===== src/rtl/rxfp_pkg.sv =====
// Shared trailer layout and parity helper for the receive chunk footer parser.
package rxfp_pkg;

    // Trailer word layout; reserved fields are ignored.
    typedef struct packed {
        logic       ext;
        logic [1:0] rsv_a;
        logic [4:0] rca;
        logic [1:0] rsv_b;
        logic       dv;
        logic       sv;
        logic [3:0] swo;
        logic       rsv_c;
        logic       ev;
        logic [5:0] ebo;
        logic [1:0] rsv_d;
        logic [4:0] txc;
        logic       par;
    } footer_t;

    // Odd parity over the whole word: good when the count of ones is odd.
    function automatic logic footer_good(input logic [31:0] w);
        return ^w;
    endfunction

endpackage


===== src/rtl/rxfp_chunk_collect.sv =====
// Chunk collector.
// Counts incoming bytes into payload and trailer, writes payload bytes
// into one bank of a two-bank store and hands the finished trailer and
// the bank number on with a one-cycle done pulse.
// Assumes the byte stream starts aligned to a chunk after reset and that
// CHUNK_BYTES is a power of two.
module rxfp_chunk_collect #(
    parameter int CHUNK_BYTES = 64,
    localparam int IDX_W = $clog2(CHUNK_BYTES),
    localparam int CNT_W = $clog2(CHUNK_BYTES + 4)
) (
    input  logic             clk,
    input  logic             rst_n,
    input  logic             rx_valid,
    input  logic [7:0]       rx_byte,
    input  logic             rd_bank,
    input  logic [IDX_W-1:0] rd_idx,
    output logic [7:0]       rd_data,
    output logic             done,
    output logic [31:0]      footer,
    output logic             done_bank
);
    localparam logic [CNT_W-1:0] LAST = CNT_W'(CHUNK_BYTES + 3);
    localparam logic [CNT_W-1:0] PAY  = CNT_W'(CHUNK_BYTES);

    logic [CNT_W-1:0] cnt;
    logic             bank;
    logic [23:0]      shift;
    logic [7:0]       store [2*CHUNK_BYTES];

    // Byte position tracking, trailer capture and bank switching.
    always_ff @(posedge clk) begin
        if (!rst_n) begin
            cnt       <= '0;
            bank      <= 1'b0;
            shift     <= '0;
            done      <= 1'b0;
            footer    <= '0;
            done_bank <= 1'b0;
        end else begin
            done <= 1'b0;
            if (rx_valid) begin
                if (cnt == LAST) begin
                    cnt       <= '0;
                    done      <= 1'b1;
                    footer    <= {shift, rx_byte};
                    done_bank <= bank;
                    bank      <= ~bank;
                end else begin
                    cnt <= cnt + 1'b1;
                    if (cnt >= PAY) shift <= {shift[15:0], rx_byte};
                end
            end
        end
    end

    // Payload store write; the data needs no reset.
    always_ff @(posedge clk) begin
        if (rx_valid && cnt < PAY) store[{bank, cnt[IDX_W-1:0]}] <= rx_byte;
    end

    // Asynchronous read port for the frame extractor.
    assign rd_data = store[{rd_bank, rd_idx}];

endmodule


===== src/rtl/rxfp_frame_extract.sv =====
// Frame extractor.
// On each good trailer with data present, replays the stored payload one
// byte per cycle and emits the bytes that lie inside a frame, with first
// and last markers. Aborts an open frame on a bad trailer or on a start
// marker that does not follow an earlier end in the same chunk.
// Assumes a drain of CHUNK_BYTES cycles ends before the next done pulse,
// which holds because each chunk takes at least CHUNK_BYTES+4 bytes.
module rxfp_frame_extract
    import rxfp_pkg::*;
#(
    parameter int CHUNK_BYTES = 64,
    localparam int IDX_W = $clog2(CHUNK_BYTES)
) (
    input  logic             clk,
    input  logic             rst_n,
    input  logic             done,
    input  logic [31:0]      footer,
    input  logic             done_bank,
    output logic             rd_bank,
    output logic [IDX_W-1:0] rd_idx,
    input  logic [7:0]       rd_data,
    output logic             fr_valid,
    output logic [7:0]       fr_data,
    output logic             fr_first,
    output logic             fr_last,
    output logic             fr_abort
);
    localparam logic [IDX_W-1:0] IDX_END = IDX_W'(CHUNK_BYTES - 1);

    footer_t    f;
    logic [7:0] f_start, f_end;
    logic       good, pre_abort;

    logic             busy, in_frame, sv_r, ev_r, bank_r;
    logic [IDX_W-1:0] idx;
    logic [7:0]       start_r, end_r, idx_e;
    logic             starting, active, ending;

    // Decode the arriving trailer into byte positions.
    always_comb begin
        f         = footer_t'(footer);
        f_start   = {2'b00, f.swo, 2'b00};
        f_end     = {2'b00, f.ebo};
        good      = footer_good(footer);
        pre_abort = in_frame && f.sv && !(f.ev && f_end < f_start);
    end

    // Per-byte frame membership during a drain.
    always_comb begin
        idx_e    = 8'(idx);
        starting = busy && sv_r && idx_e == start_r;
        active   = starting || (busy && in_frame);
        ending   = ev_r && idx_e == end_r && active;
    end

    // Drain sequencing, frame state and registered outputs.
    always_ff @(posedge clk) begin
        if (!rst_n) begin
            busy     <= 1'b0;
            in_frame <= 1'b0;
            sv_r     <= 1'b0;
            ev_r     <= 1'b0;
            bank_r   <= 1'b0;
            idx      <= '0;
            start_r  <= '0;
            end_r    <= '0;
            fr_valid <= 1'b0;
            fr_data  <= '0;
            fr_first <= 1'b0;
            fr_last  <= 1'b0;
            fr_abort <= 1'b0;
        end else begin
            fr_valid <= 1'b0;
            fr_first <= 1'b0;
            fr_last  <= 1'b0;
            fr_abort <= 1'b0;
            if (busy) begin
                fr_valid <= active;
                fr_data  <= rd_data;
                fr_first <= starting;
                fr_last  <= ending;
                in_frame <= active && !ending;
                idx      <= idx + 1'b1;
                if (idx == IDX_END) busy <= 1'b0;
            end
            if (done) begin
                if (!good) begin
                    fr_abort <= in_frame;
                    in_frame <= 1'b0;
                end else if (f.dv) begin
                    busy    <= 1'b1;
                    idx     <= '0;
                    bank_r  <= done_bank;
                    sv_r    <= f.sv;
                    ev_r    <= f.ev;
                    start_r <= f_start;
                    end_r   <= f_end;
                    if (pre_abort) begin
                        fr_abort <= 1'b1;
                        in_frame <= 1'b0;
                    end
                end
            end
        end
    end

    assign rd_bank = bank_r;
    assign rd_idx  = idx;

endmodule


===== src/rtl/rxfp_status_track.sv =====
// Status tracker.
// Holds the flow-control and status fields of the last good trailer and
// issues exchange and status-read requests to the transfer controller.
// Assumes irq is already synchronous to clk.
module rxfp_status_track
    import rxfp_pkg::*;
(
    input  logic        clk,
    input  logic        rst_n,
    input  logic        done,
    input  logic [31:0] footer,
    input  logic        irq,
    output logic [4:0]  tx_credits,
    output logic [4:0]  rx_chunks,
    output logic        ext_flag,
    output logic        footer_err,
    output logic        xfer_req,
    output logic [4:0]  xfer_count,
    output logic        stat_read_req
);
    footer_t f;
    logic    good_done, bad_done, irq_q, irq_rise, want_rx;

    // Qualify the trailer and find the interrupt edge.
    always_comb begin
        f         = footer_t'(footer);
        good_done = done && footer_good(footer);
        bad_done  = done && !footer_good(footer);
        irq_rise  = irq && !irq_q;
        want_rx   = good_done && f.rca != 5'd0;
    end

    // Status registers and request pulses.
    always_ff @(posedge clk) begin
        if (!rst_n) begin
            irq_q         <= 1'b0;
            tx_credits    <= '0;
            rx_chunks     <= '0;
            ext_flag      <= 1'b0;
            footer_err    <= 1'b0;
            xfer_req      <= 1'b0;
            xfer_count    <= '0;
            stat_read_req <= 1'b0;
        end else begin
            irq_q         <= irq;
            footer_err    <= bad_done;
            stat_read_req <= good_done && f.ext;
            xfer_req      <= want_rx || irq_rise;
            xfer_count    <= want_rx ? f.rca : 5'd1;
            if (good_done) begin
                tx_credits <= f.txc;
                rx_chunks  <= f.rca;
                ext_flag   <= f.ext;
            end
        end
    end

endmodule


===== src/rtl/rx_footer_parser.sv =====
// Receive chunk footer parser, top level.
// Connects the chunk collector, the frame extractor and the status
// tracker. Assumes the chunk stream is aligned after reset.
module rx_footer_parser #(
    parameter int CHUNK_BYTES = 64,
    localparam int IDX_W = $clog2(CHUNK_BYTES)
) (
    input  logic       clk,
    input  logic       rst_n,
    input  logic       rx_valid,
    input  logic [7:0] rx_byte,
    input  logic       irq,
    output logic       fr_valid,
    output logic [7:0] fr_data,
    output logic       fr_first,
    output logic       fr_last,
    output logic       fr_abort,
    output logic [4:0] tx_credits,
    output logic [4:0] rx_chunks,
    output logic       ext_flag,
    output logic       footer_err,
    output logic       xfer_req,
    output logic [4:0] xfer_count,
    output logic       stat_read_req
);
    logic             done, done_bank, rd_bank;
    logic [31:0]      footer;
    logic [IDX_W-1:0] rd_idx;
    logic [7:0]       rd_data;

    rxfp_chunk_collect #(.CHUNK_BYTES(CHUNK_BYTES)) u_collect (
        .clk(clk), .rst_n(rst_n), .rx_valid(rx_valid), .rx_byte(rx_byte),
        .rd_bank(rd_bank), .rd_idx(rd_idx), .rd_data(rd_data),
        .done(done), .footer(footer), .done_bank(done_bank)
    );

    rxfp_frame_extract #(.CHUNK_BYTES(CHUNK_BYTES)) u_extract (
        .clk(clk), .rst_n(rst_n), .done(done), .footer(footer),
        .done_bank(done_bank), .rd_bank(rd_bank), .rd_idx(rd_idx),
        .rd_data(rd_data), .fr_valid(fr_valid), .fr_data(fr_data),
        .fr_first(fr_first), .fr_last(fr_last), .fr_abort(fr_abort)
    );

    rxfp_status_track u_status (
        .clk(clk), .rst_n(rst_n), .done(done), .footer(footer), .irq(irq),
        .tx_credits(tx_credits), .rx_chunks(rx_chunks), .ext_flag(ext_flag),
        .footer_err(footer_err), .xfer_req(xfer_req),
        .xfer_count(xfer_count), .stat_read_req(stat_read_req)
    );

endmodule


===== config.mk =====
export PLATFORM = sky130hd
export DESIGN_NAME = rx_footer_parser
export DESIGN_NICKNAME = d
export VERILOG_FILES = /design/src/rtl/rxfp_pkg.sv /design/src/rtl/rxfp_chunk_collect.sv /design/src/rtl/rxfp_frame_extract.sv /design/src/rtl/rxfp_status_track.sv /design/src/rtl/rx_footer_parser.sv
export SDC_FILE = /design/constraint.sdc
export NUM_CORES = 1
export LEC_CHECK = 0
export BUFFER_PORTS_ARGS = -buffer_cell sky130_fd_sc_hd__buf_2
export CORE_MARGIN = 5
export CORE_UTILIZATION = 30
export CTS_CLUSTER_SIZE = 8
export DETAILED_ROUTE_END_ITERATION = 8
export GPL_ROUTABILITY_DRIVEN = 0
export SKIP_CTS_REPAIR_TIMING = 1
export SYNTH_ARGS = -nofsm -noshare
export SYNTH_HDL_FRONTEND = slang
export SYNTH_SLANG_ARGS = --single-unit

===== constraint.sdc =====
create_clock -name clk -period 7.2 [get_ports clk]
set_input_delay 0.72 -clock clk [delete_from_list [all_inputs] [get_ports clk]]
set_output_delay 0.72 -clock clk [all_outputs]
set_load 0.01 [all_outputs]

==> results of run 1 <==
==> kinds of logic (layout without fill, tap and decap cells) <==
kind of cell,after synthesis,after routing,share of synthesized area (%)
AOI/OAI and AO/OA,248,248,3.96
xor gates and xnor gates,48,48,1.05
adders and majority gates,9,9,0.251
buffers and inverters,165,321,1.78
DFF,1143,1143,73.9
muxes,378,378,14.4
other,0,2,0
and+or+nand+nor,487,487,4.64
==> metal layers <==
| layer | part of all wire, % | routed length, µm | vias to the layer above | global-route usage [%] |
|---|---|---|---|---|
| met5 | 0.056 | 61 | - | 0 |
| met4 | 2.4 | 2610 | 10 | 4.08 |
| met3 | 7.4 | 8020 | 171 | 3.19 |
| met2 | 47 | 51300 | 849 | 21.5 |
| met1 | 43 | 46600 | 12100 | 18.7 |
| li1 | - | - | 9967 | - |
==> metrics by stage <==
step,worst slack [ps],hold WS [ps],cells,instance area (µm²)
6_report,3300,206,4566,51700
5_1_grt,3080,192,4564,51700
4_1_cts,3240,166,4564,51700
3_5_place_dp,3230,442,4346,47100
3_3_place_gp,3190,439,4346,47100
2_1_floorplan,4630,430,2478,44800
==> flip-flops by register name (all words and copies together), names as in the netlist, 4 cells and up <==
signal               flops
u_collect.store       1024
u_collect.footer        32
u_collect.shift         24
u_extract.fr_data        8
u_collect.cnt            7
u_extract.end_r          6
u_extract.rd_idx         6
u_status.rx_chunks       5
u_status.tx_credits      5
u_status.xfer_count      5
u_extract.start_r        4
==> path summary, 6_finish.rpt <==
kind / startpoint / endpoint / depth (start not counted)
min: irq / u_status.irq_q$_SDFF_PN0_ / 2
max reg2reg: u_extract.rd_idx[0]$_SDFF_PN0_ / u_extract.fr_data[5]$_SDFFE_PN0P_ / 6
min reg2reg: u_status.irq_q$_SDFF_PN0_ / u_status.xfer_req$_SDFF_PN0_ / 2
max: u_extract.rd_idx[0]$_SDFF_PN0_ / u_extract.fr_data[5]$_SDFFE_PN0P_ / 6
==> cells in the mapped netlist (12+ instances only) <==
| cell | n |
|---|---|
| a211oi_1 | 18 |
| nor2b_1 | 12 |
| xnor2_1 | 33 |
| a221oi_1 | 19 |
| a31oi_1 | 12 |
| o21ai_0 | 28 |
| a21oi_1 | 22 |
| buf_2 | 23 |
| and3_1 | 20 |
| edfxtp_1 | 1024 |
| nand3_1 | 27 |
| mux4_2 | 214 |
| a21boi_0 | 58 |
| buf_4 | 20 |
| clkbuf_1 | 86 |
| dfxtp_1 | 119 |
| inv_1 | 17 |
| mux2i_1 | 162 |
| a22oi_1 | 46 |
| nor2_1 | 152 |
| nand2_1 | 227 |
==> area by class of cell <==
cell class	count	area (µm²)	area share, %
Sequential cell	1143	33100	64.1
Multi-Input combinational cell	1170	10900	21.1
Clock buffer	201	4190	8.11
Tap cell	1930	2410	4.67
Timing Repair Buffer	84	586	1.13
Clock inverter	17	358	0.692
Inverter	19	71.3	0.138
Antenna cell	2	5.00	0.00969
==> power groups by stage <==
stage	registers (µW)	logic, µW	clock network [µW]
2_1_floorplan	7370	44.2	0
3_3_place_gp	7370	180	0
3_5_place_dp	7370	183	0
4_1_cts	7250	183	6970
5_1_grt	7240	193	7290
6_report	7250	180	6850
==> run_results.csv, run 1 <==
group,metric,value,unit
die,num_rows,141,
global_route,antenna_found_initial,9,
synth,synth_edf_count,1024,
power,intPower,11400,µW
cells_and_area,fin_util,34.9,%
detailed_routing,dr.pass1.iters,7,
clocking,clockRootBuffer,"clkbuf_16",
die,die_w,397,µm
clocking,cts.sinks,1143,
outcome,status,"finished clean",
power,powerDensity,276,nW/µm²
detailed_routing,vias,23100,
global_route,grt.total_usage,13.6,%
clocking,clkLatencyLatePin,770,ps
worst_setup_path,crit_path_cell_trace,"buf_4 > mux4_2 > mux4_2 > a211oi_1 > nor3_1 > a211o_1",
power,combPwrFrac,1.3,%
worst_setup_path,slowest_delay,860,ps
synth,async_flop_share,0,%
worst_setup_path,worstSetupPathType,"flop to flop",
power,switchingPower,2910,µW
worst_setup_path,endpoint_kind,"flop",
worst_setup_path,cp-start-kind,"flop",
worst_setup_path,rrSetupSlack,3300,ps
worst_setup_path,timing.critical_path.mode_cell,"mux4_2",
worst_setup_path,cp_num_buf_inv,1,
synth,synth_warnings,0,
die,die_y,397,µm
clocking,cts_tree,"built",
die,die_area,157000,µm²
cells_and_area,nets,2600,
synth,ys_ff_latch,1143,
clocking,clockBufferDepth,3,
die,coreArea,148000,µm²
worst_setup_path,required,7860,ps
synth,ys.flop_type,"edfxtp_1",
cells_and_area,areaGrowthSynthToFinish,15.3,%
power,p_clk_share,48.0,%
die,io_pins,43,
synth,postSynthAreaPerCell,18.1,µm²
synth,netlist_top_cells_area,"edfxtp_1 (69%), mux4_2 (11%), dfxtp_1 (5.3%)",
sta,setup_viol,0,
synth,syn_nets,2499,
sta,fmax,256,MHz
power,power_leakage,0.0157,µW
global_route,grt_pass1_vias,23400,
synth,netlist_instances,2478,
cells_and_area,layout_commonest_cell,"edfxtp_1",
min_path,hold_class,"input port to flop",
synth,synth_top_cell_area_share,68.6,%
detailed_routing,drt_iter0_drc,2153,
clocking,numCtsBuffers,161,
global_route,grt_max_degree,102,
sta,tightest_slew,1100,ps
sta,skew,61.5,ps
place,io_buffer_count,42,
sta,final.period_utilization,54.2,%
worst_setup_path,critPathTopFamily,"multiplexers",
worst_setup_path,worst-path-max-fanout,39,
sta,tns,0,ps
global_route,grt_overflow,0,
power,seqPwrFrac,50.8,%
clocking,htree_levels,4,
detailed_routing,ant_nets,0,
clocking,clkSlewWorstSetupHoldPaths,50,ps
detailed_routing,totalWireLength,108000,µm
sta,grt_setup_unrepaired,"no",
detailed_routing,vias_per_cell,5.05,
worst_setup_path,arrival,4560,ps
die,start_util,30.2,%
synth,synth_top_area_cell,"edfxtp_1",
power,switching_share,20.4,%
place,dp_hpwl,64100,µm
sta,slew_headroom,25.9,%
sta,slew_violations,0,
synth,ys_seq_area_share,73.9,%
synth,syn_area,44800,µm²
worst_setup_path,cp_slowest_cell,"dfxtp_4",
synth,ys_types,57,
sta,hold_viol,0,
cells_and_area,layout_common_cells,"edfxtp_1 (1024), nand2_1 (227), mux4_2 (214), mux2i_1 (162), clkbuf_16 (161)",
power,peakVddDrop,0.284,mV
flow_run,cap_violations,0,
sta,period_needed,3900,ps
detailed_routing,drcViolationCount,0,
detailed_routing,wl_per_cell,23.8,µm
cells_and_area,drive_gt1_share,18.6,%
cells_and_area,fillers,13800,
power,finalPower,14300,µW
global_route,grt_first_pass_wirelength,160000,µm
Power figures use the tool's default switching activity.
==> inputs of run 2 (changes only) <==
==> constraint.sdc (replaced) <==
create_clock -name clk -period 3.29 [get_ports clk]
set_input_delay 0.329 -clock clk [delete_from_list [all_inputs] [get_ports clk]]
set_output_delay 0.329 -clock clk [all_outputs]
set_load 0.01 [all_outputs]
==> run_results.csv, run 2 (same netlist as run 1, synthesis figures left out) <==
group,metric,value,unit
outcome,status,"finished clean",
detailed_routing,vias,23600,
cells_and_area,largest_reg_flops,1024,
worst_setup_path,worstSetupPathType,"flop to flop",
clocking,clockBufferDepth,3,
cells_and_area,fin_area,53200,µm²
cells_and_area,nets,2782,
worst_setup_path,cp-start-kind,"flop",
power,power_leakage,0.0167,µW
detailed_routing,dr.pass1.iters,5,
global_route,grt_overflow,0,
worst_setup_path,endpoint_kind,"flop",
min_path,hold_class,"input port to flop",
die,start_util,30.2,%
die,io_pins,43,
die,die_w,397,µm
detailed_routing,totalWireLength,109000,µm
global_route,grt.total_usage,13.7,%
flow_run,cap_violations,0,
power,switching_share,19.7,%
worst_setup_path,r2r_cells,8,
sta,setup_ws,239,ps
cells_and_area,layout_commonest_cell,"edfxtp_1",
clocking,clockRootBuffer,"clkbuf_16",
clocking,clkSlewWorstSetupHoldPaths,50,ps
cells_and_area,fillers,13700,
die,num_rows,141,
sta,slew_headroom,34.9,%
sta,setup_viol,0,
min_path,min-delay-start,"rx_valid",
sta,final.period_utilization,92.7,%
clocking,numCtsBuffers,161,
power,peakVddDrop,0.569,mV
die,coreArea,148000,µm²
power,p_clk_share,47.6,%
global_route,grt_first_pass_wirelength,161000,µm
power,intPower,25000,µW
sta,fmax,328,MHz
place,io_buffer_count,42,
cells_and_area,layout_common_cells,"edfxtp_1 (1024), nand2_1 (227), mux4_2 (214), buf_4 (211), clkbuf_16 (165)",
min_path,min_to,"u_collect.cnt[0]$_SDFFE_PN0P_",
detailed_routing,wl_per_cell,23.0,µm
worst_setup_path,reg2reg_from,"u_extract.rd_idx[1]$_SDFF_PN0_",
min_path,hold_path_depth,3,
clocking,clkLatencyLatePin,750,ps
detailed_routing,vias_per_cell,4.97,
power,switchingPower,6110,µW
worst_setup_path,crit-reg2reg-capture,"u_extract.fr_data[7]$_SDFFE_PN0P_",
die,die_y,397,µm
detailed_routing,drt_iter0_drc,2222,
sta,skew,31.8,ps
sta,slew_violations,0,
power,powerDensity,585,nW/µm²
power,combPwrFrac,1.4,%
clocking,htree_levels,4,
clocking,cts.sinks,1143,
place,post-place-ws,-3.35,ps
global_route,grt_pass1_vias,23800,
detailed_routing,ant_nets,0,
die,die_area,157000,µm²
sta,hold_viol,0,
worst_setup_path,rrSetupSlack,240,ps
worst_setup_path,worst-path-max-fanout,27,
cells_and_area,areaGrowthSynthToFinish,18.6,%
power,seqPwrFrac,51.0,%
place,placed_cell_area,48600,µm²
worst_setup_path,arrival,3660,ps
sta,tightest_slew,974,ps
worst_setup_path,required,3900,ps
clocking,cts_tree,"built",
sta,period_needed,3050,ps
cells_and_area,drive_gt1_share,23.7,%
place,dp_hpwl,68300,µm
sta,grt_setup_unrepaired,"no",
detailed_routing,drcViolationCount,0,
global_route,antenna_found_initial,4,
global_route,grt_max_degree,81,
## run 2: cell type report
type / count / area (µm²) / share of cell area [%]
multi-input combinational: 1170 / 10900 / 20.5
sequential: 1143 / 33100 / 62.3
inverter: 19 / 71.3 / 0.134
tap: 1930 / 2410 / 4.54
antenna: 1 / 2.50 / 0.00471
clock buffer: 206 / 4280 / 8.06
clock inverter: 12 / 174 / 0.327
timing repair buffer: 266 / 2170 / 4.08
## run 2: critical path, stage by stage (launching register included)
cell	delay, ps
dfxtp_4	490
nor2_1	750
buf_4	270
a22oi_1	90
a21oi_1	280
a211oi_1	120
buf_4	170
o21ai_0	580
a31oi_1	150
## run 2: worst max path at each step
stage	start	end	slack, ps	cells past startpoint
5_1_grt	u_extract.rd_idx[1]$_SDFF_PN0_	u_extract.fr_data[7]$_SDFFE_PN0P_	150	7
2_1_floorplan	u_extract.rd_idx[1]$_SDFF_PN0_	u_extract.in_frame$_SDFF_PN0_	820	11
3_3_place_gp	u_extract.rd_idx[0]$_SDFF_PN0_	u_extract.fr_data[7]$_SDFFE_PN0P_	-50	6
3_5_place_dp	u_extract.rd_idx[0]$_SDFF_PN0_	u_extract.fr_data[7]$_SDFFE_PN0P_	-3	6
6_report	u_extract.rd_idx[1]$_SDFF_PN0_	u_extract.fr_data[7]$_SDFFE_PN0P_	240	8
4_1_cts	u_extract.rd_idx[0]$_SDFF_PN0_	u_extract.fr_data[7]$_SDFFE_PN0P_	-30	6
## run 2: metrics by stage
step           total power [µW]  TNS [ps]  util, %  hold WS, ps  std cells
6_report                  31100         0     35.9         17.8       4747
5_1_grt                   32100         0     35.9         11.8       4746
4_1_cts                   31400     -26.5     35.8         -221       4738
3_5_place_dp              16600     -3.35     32.8          447       4520
3_3_place_gp              16600     -54.9     32.8          440       4520
2_1_floorplan             16200         0        -          428       2478
## run 2: power by group through the flow
stage	Sequential [µW]	Combinational, µW	Clock [µW]
floorplan	16100	96.7	0
CTS	15900	441	15100
detailed placement	16100	441	0
finish	15900	433	14800
global route	15800	463	15800
global placement	16100	434	0
## run 2: routing by layer
metal,vias to the layer above,share of wire (%),global-route usage [%]
met4,6,2.7,4.35
met2,846,47,21.8
met1,12200,43,18.9
met5,-,0.027,0
met3,186,7.1,3.09
li1,10400,-,-
